==> config.mk <==
export PLATFORM = sky130hd
export DESIGN_NAME = gpio_irq_router
export DESIGN_NICKNAME = d
export VERILOG_FILES = /design/src/rtl/gpio_irq_route_pkg.sv /design/src/rtl/irq_route_cfg.sv /design/src/rtl/irq_route_xbar.sv /design/src/rtl/irq_route_share.sv /design/src/rtl/gpio_irq_router.sv
export SDC_FILE = /design/constraint.sdc
export NUM_CORES = 1
export LEC_CHECK = 0
export ABC_AREA = 1
export CAP_MARGIN = 0
export CORE_AREA = 2 2 88 90
export CTS_BUF_LIST = sky130_fd_sc_hd__clkbuf_8
export DETAILED_ROUTE_END_ITERATION = 8
export DIE_AREA = 0 0 90 92
export PLACE_DENSITY = 0.84
export SYNTH_ARGS = -nofsm -noshare
export SYNTH_HDL_FRONTEND = slang
export SYNTH_SLANG_ARGS = --single-unit
==> constraint.sdc <==
create_clock -name clk -period 1 [get_ports clk]
set_input_delay 0.15 -clock clk [delete_from_list [all_inputs] [get_ports clk]]
set_output_delay 0.15 -clock clk [all_outputs]
set_load 0.005 [all_outputs]
==> src/rtl/gpio_irq_route_pkg.sv <==
package gpio_irq_route_pkg;
  localparam int unsigned GRP0_LINES = 14;
  localparam int unsigned GRP1_LINES = 24;
  localparam int unsigned GRP2_LINES = 32;
  localparam int unsigned SHARED_OUTS = 3;
endpackage

==> src/rtl/irq_route_cfg.sv <==
module irq_route_cfg #(
  parameter int unsigned W = 32
) (
  input  logic         clk,
  input  logic         rst_n,
  input  logic         we,
  input  logic [W-1:0] wdata,
  output logic [W-1:0] q
);
  logic [W-1:0] q_r;

  always_ff @(posedge clk or negedge rst_n) begin
    if (!rst_n)  q_r <= '0;
    else if (we) q_r <= wdata;
  end

  assign q = q_r;

  // a strobed write is visible one edge later
  a_r2_write_lands: assert property (@(posedge clk) disable iff (!rst_n)
    we |=> (q == $past(wdata)));

  // without a strobe the stored value holds
  a_r2_no_strobe_hold: assert property (@(posedge clk) disable iff (!rst_n)
    !we |=> $stable(q));
endmodule

==> src/rtl/irq_route_xbar.sv <==
module irq_route_xbar #(
  parameter int unsigned G0 = 14,
  parameter int unsigned G1 = 24,
  parameter int unsigned G2 = 32,
  localparam int unsigned G1M = G2 - G0,
  localparam int unsigned G1F = G1 - G1M,
  localparam int unsigned ND  = G2 + G1F
) (
  input  logic [G2-1:0]  sel,
  input  logic [G0-1:0]  s0,
  input  logic [G1-1:0]  s1,
  input  logic [G2-1:0]  s2,
  output logic [ND-1:0]  direct,
  output logic [G0-1:0]  nd0,
  output logic [G1M-1:0] nd1,
  output logic [G2-1:0]  nd2
);
  // Lower pairs: controller 0 against controller 2
  for (genvar i = 0; i < G0; i++) begin : g_lo_pair
    assign direct[i] = sel[i] ? s2[i] : s0[i];
    assign nd0[i]    = sel[i] & s0[i];
    assign nd2[i]    = ~sel[i] & s2[i];
  end

  // Upper pairs: controller 1 against controller 2
  for (genvar i = G0; i < G2; i++) begin : g_hi_pair
    assign direct[i]  = sel[i] ? s2[i] : s1[i-G0];
    assign nd1[i-G0]  = sel[i] & s1[i-G0];
    assign nd2[i]     = ~sel[i] & s2[i];
  end

  // Unpaired controller 1 lines keep their own outputs
  for (genvar k = 0; k < G1F; k++) begin : g_fixed
    assign direct[G2+k] = s1[G1M+k];
  end
endmodule

==> src/rtl/irq_route_share.sv <==
module irq_route_share #(
  parameter int unsigned N = 14
) (
  input  logic [N-1:0] pend,
  output logic         any
);
  assign any = |pend;
endmodule

==> src/rtl/gpio_irq_router.sv <==
module gpio_irq_router
  import gpio_irq_route_pkg::*;
#(
  parameter int unsigned G0 = GRP0_LINES,
  parameter int unsigned G1 = GRP1_LINES,
  parameter int unsigned G2 = GRP2_LINES,
  localparam int unsigned G1M = G2 - G0,
  localparam int unsigned G1F = G1 - G1M,
  localparam int unsigned ND  = G2 + G1F
) (
  input  logic                   clk,
  input  logic                   rst_n,
  input  logic                   cfg_we,
  input  logic [G2-1:0]          cfg_wdata,
  output logic [G2-1:0]          cfg_rdata,
  input  logic [G0-1:0]          src0_irq,
  input  logic [G1-1:0]          src1_irq,
  input  logic [G2-1:0]          src2_irq,
  output logic [ND-1:0]          direct_irq,
  output logic [SHARED_OUTS-1:0] shared_irq
);
  logic [G2-1:0]  route_q;
  logic [G0-1:0]  nd0;
  logic [G1M-1:0] nd1;
  logic [G2-1:0]  nd2;

  irq_route_cfg #(.W(G2)) u_cfg (
    .clk(clk), .rst_n(rst_n), .we(cfg_we), .wdata(cfg_wdata), .q(route_q)
  );

  assign cfg_rdata = route_q;

  irq_route_xbar #(.G0(G0), .G1(G1), .G2(G2)) u_xbar (
    .sel(route_q), .s0(src0_irq), .s1(src1_irq), .s2(src2_irq),
    .direct(direct_irq), .nd0(nd0), .nd1(nd1), .nd2(nd2)
  );

  irq_route_share #(.N(G0))  u_sh0 (.pend(nd0), .any(shared_irq[0]));
  irq_route_share #(.N(G1M)) u_sh1 (.pend(nd1), .any(shared_irq[1]));
  irq_route_share #(.N(G2))  u_sh2 (.pend(nd2), .any(shared_irq[2]));

  // unpaired controller 1 lines always land on the top direct outputs
  a_r5_fixed_lines: assert property (@(posedge clk) disable iff (!rst_n)
    direct_irq[ND-1 -: G1F] == src1_irq[G1-1 -: G1F]);

  // no lower bit set means controller 0 has no shared traffic
  a_r6_shared0_quiet: assert property (@(posedge clk) disable iff (!rst_n)
    (cfg_rdata[G0-1:0] == '0) |-> !shared_irq[0]);

  // no upper bit set means controller 1 has no shared traffic
  a_r7_shared1_quiet: assert property (@(posedge clk) disable iff (!rst_n)
    (cfg_rdata[G2-1:G0] == '0) |-> !shared_irq[1]);

  // all bits set means every controller 2 line is direct
  a_r8_shared2_quiet: assert property (@(posedge clk) disable iff (!rst_n)
    (&cfg_rdata) |-> !shared_irq[2]);

  // no input asserted, no output asserted
  a_r10_no_spurious: assert property (@(posedge clk) disable iff (!rst_n)
    ({src0_irq, src1_irq, src2_irq} == '0) |-> ({direct_irq, shared_irq} == '0));
endmodule

* Word level (Yosys, flattened, before mapping)
Cells that the tools add are included.
** Storage, ports and cells
- Register bits after elaboration :: 32
- Input bits :: 105
- Output and inout bits :: 73
- Word-level logic and storage cells :: 132
** Operators by class
- Muxes and demuxes :: 32
- Bitwise operators :: 96
- Reduce and logical (&&, ||, !) cells :: 3
** Operator list (number)
- bitwise AND 1 bit :: 64
- two-way mux 1 bit :: 32
- NOT 1 bit :: 32
- OR reduction 32 bit :: 1
- OR reduction 18 bit :: 1
- OR reduction 14 bit :: 1

* Logic depth before layout (Yosys ltp)
- Depth in word-level cells :: 3
- Mapped depth :: 8

* By module
From an unflattened synthesis, not the netlist that was laid out.
** Second synthesis, totals
- Cell total of the unflattened synthesis :: 472
- Area, all modules :: 2595.0 um2
** Modules (own cells, without submodules)
- irq_route_cfg :: times used 1, cells each 136, area each 1292.5 um2
- irq_route_xbar :: times used 1, cells each 262, area each 1006.0 um2
- irq_route_share at u_sh2 :: times used 1, cells each 45, area each 178.9 um2
- irq_route_share at u_sh1 :: times used 1, cells each 16, area each 66.3 um2
- irq_route_share at u_sh0 :: times used 1, cells each 13, area each 51.3 um2

* Worst setup path before layout
No wires, ideal clock.
- Path type :: flip-flop to output port
- Start point :: register u_cfg.q_r[20] (netlist: u_cfg.q[20])
- End point :: output port shared_irq[2]
- Arrival :: 922 ps
- Setup slack :: -72 ps
- Cell stages (with the launch flop) :: 9
- Cell sequence :: dfrtp_1 > inv_1 > nand2_1 > nand2_1 > nor2_2 > nand2_1 > nor2_1 > nand2_1 > buf_4
** Between the ends
- Longest elaborated chain between the ends :: 3
** RTL lines
- start, declared :: line irq_route_cfg.sv:10 : logic [W-1:0] q_r;
- start signal, assigned :: line irq_route_cfg.sv:14 : else if (we) q_r <= wdata;
- NOT 1 bit :: line irq_route_xbar.sv:29 : assign nd2[i] = ~sel[i] & s2[i];
- bitwise AND 1 bit :: line irq_route_xbar.sv:29
- OR reduction 32 bit :: line irq_route_share.sv:7 : assign any = |pend;
- end, declared :: line gpio_irq_router.sv:20 : output logic [SHARED_OUTS-1:0] shared_irq
No other way between the ends.

* Worst setup path after layout
- Start point :: register u_cfg.q_r[31] (netlist: u_cfg.q[31])
- End point :: output port shared_irq[2]
Same word-level chain as after synthesis.

==> results.toml <==
[status]
status = "finished with violations"
violations = "setup timing"

[synthesis]
synth_top_cell_area_share = 0.373
netlist_instances = 351
ys_warn_count = 0
syn_nets = 456
synth-seq-cells = 32
avgSynthCellArea_um2 = 6.12
synth.distinct_cells = 16
yosys.area.top_type = "dfrtp_1"
ys_top_cells_by_area = "dfrtp_1, nand2_1, o21ai_0"
seq_area_frac_synth = 0.373
syn_area_um2 = 2150

[clock_network]
clkSinkCount = 32
cts_made_buffers = 5
htree_levels = 2
cts_root_buf = "clkbuf_8"
cts_tree = "built"
clk_pin_slew_worst_paths_ns = 0.07
clock_latency_ns = 0.28
cts_buffer_depth = 2

[floorplan]
coreArea_um2 = 7450
io_pins = 178
start_util = 0.288
die_h_um = 92
fp-row-count = 32
die_area_um2 = 8280
die_w_um = 90

[sta]
tns_ns = -13.44
clock.fmax_mhz = 641
setup_viol = 67
hold-worst-slack_ns = 0.300
clock_skew_ns = 0
tightest_slew_ns = 0.257
slew_headroom = 0.829
finalHoldViolations = 0
fin_ws_ns = -0.559
slew_viol_final = 0
rsz0062_at_grt = "true"
fin_crit_sh = 1.56
min_period_ns = 1.56

[finish]
largest_reg_flops = 32
n_fill_cell = 611
drive_above_1_share = 0.449
synthToLayoutAreaGrowth_pct = 130
num_antenna_cells = 0
fin_area_um2 = 4950
fin_cells = 699
final_nets = 702
final_core_util = 0.664

[routing]
drt_wl_total_um = 9550
drtAntennaViolNets = 0
dr_wl_met3_um = 582
viasPerCell = 4.53
drc = 0
dr.pass1.iters = 4
vias = 3167
wl_met1_um = 3560
drt_iter0_markers = 105
wl_per_cell_um = 13.7
top_layer = "met4"
wl_met2_um = 5330

[pwr]
power_leakage_nw = 2.51
power_density_nw_per_um2 = 1010
finalPower_mw = 4.99
peakVddDrop_v = 0.000590

[global_route]
grt_overflow = 0
grt_pass1_vias = 3290
grt_pass1_wl_um = 14800
grt_usage = 0.222
grt_max_degree = 65
antenna_found_initial = 0

[setup_path]
cp_cell_sequence = "buf_6 > inv_4 > nand2_2 > nand2_1 > nor2_1 > nand2_1 > nor2_1 > nand2_1 > buf_6"
slowest_delay_ns = 0.39
crit_path_frequent_cell = "nand2_1"
startpoint_type = "flip-flop"
path_max_fanout = 2
path_delay_family = "simple AND/OR/NAND/NOR gates"
setup.worst_path.class = "flip-flop to output port"
cp.required_ns = 0.85
setup.worst_path.start = "u_cfg.q[31]"
cp.arrival_ns = 1.41
setup.worst_path.end_class = "output port"
cp_slowest_cell = "dfrtp_1"
r2r-start = "u_cfg.q[9]"
critical_path.n_buffers_inverters = 3

[min_path]
worstHoldStart = "src1_irq[21]"
min_path_type = "primary input to output port"

[place]
dp.cells = 667
io_buffers = 165
preCtsSetupSlack_ns = -0.821
dpl_cell_area_um2 = 4300
place_congestion = 0.870
place_hpwl_um = 6910

[job]
cap_violations = 0
==> metal layers <==
| layer | GRT usage | up-vias |
|---|---|---|
| li1 | - | 1556 |
| met5 | 0 | - |
| met4 | 0.0603 | 0 |
| met1 | 0.231 | 1480 |
| met3 | 0.0468 | 6 |
| met2 | 0.444 | 125 |
==> cell families (layout without fill, tap and decap cells) <==
family | after synthesis | after routing | share of synthesized area
compound gates | 45 | 45 | 0.105
simple gates | 221 | 221 | 0.397
flops | 32 | 32 | 0.373
buf+inv | 53 | 299 | 0.126
==> final cells by class <==
type	count	area, µm²	share of cell area
tap	102	128	0.0258
inverter	37	156	0.0316
sequential	32	802	0.162
clock buffer	7	96.3	0.0195
timing repair buffer	255	2470	0.499
multi-input combinational	266	1290	0.262
==> path summary, 6_finish.rpt <==
check / cells past startpoint / to / slack, ns
worst max-delay path: 9 / shared_irq[2] / -0.56
worst min-delay path: 0 / direct_irq[35] / 0.30
worst max register to register: 5 / u_cfg.q[9] / 0.08
worst min register to register: 2 / u_cfg.q[23] / 0.60
max in group asynchronous: 3 / u_cfg.q[25] / 0.42
min in group asynchronous: 3 / u_cfg.q[29] / 0.37
==> repair_timing <==
item,4_1_cts,5_1_grt
endpoints found under the setup margin,67,68
pin swaps,30,31
cloned,0,0
resized for setup,412,85
endpoints found under the hold margin,32,0
hold buffers,1,0
setup buffers,44,26
==> report_power, final <==
part           internal [mW]  leakage [nW]  switching (mW)
Combinational           1.43          2.07           0.958
Sequential              1.41         0.387           0.109
Clock                  0.613        0.0503           0.469
==> cells in the mapped netlist <==
| master | n |
|---|---|
| dfrtp_1 | 32 |
| nand4_1 | 1 |
| buf_6 | 3 |
| nand2_1 | 199 |
| buf_4 | 13 |
| nand2_2 | 3 |
| inv_1 | 28 |
| nor2_1 | 13 |
| nand3b_1 | 1 |
| nor2_2 | 1 |
| a21oi_1 | 3 |
| o21ai_1 | 7 |
| inv_2 | 9 |
| nand3_1 | 2 |
| o21ai_0 | 35 |
| nor3b_1 | 1 |
==> placed cells by master, fill, tap and decap left out, types with 2 or more instances in the layout <==
master / Yosys / final
a21oi_2: 0 / 2
buf_12: 0 / 2
buf_2: 0 / 35
buf_4: 13 / 11
buf_6: 3 / 104
clkbuf_2: 0 / 6
clkbuf_8: 0 / 7
clkdlybuf4s50_1: 0 / 96
dfrtp_1: 32 / 31
inv_1: 28 / 12
inv_2: 9 / 18
inv_4: 0 / 7
nand2_1: 199 / 142
nand2_2: 3 / 58
nand2_4: 0 / 2
nand3_2: 0 / 2
nor2_1: 13 / 7
nor2_2: 1 / 5
nor2_4: 0 / 2
o21ai_0: 35 / 27
o21ai_1: 7 / 9
o21ai_2: 0 / 6
No activity file was read; power rests on OpenSTA's default activity.
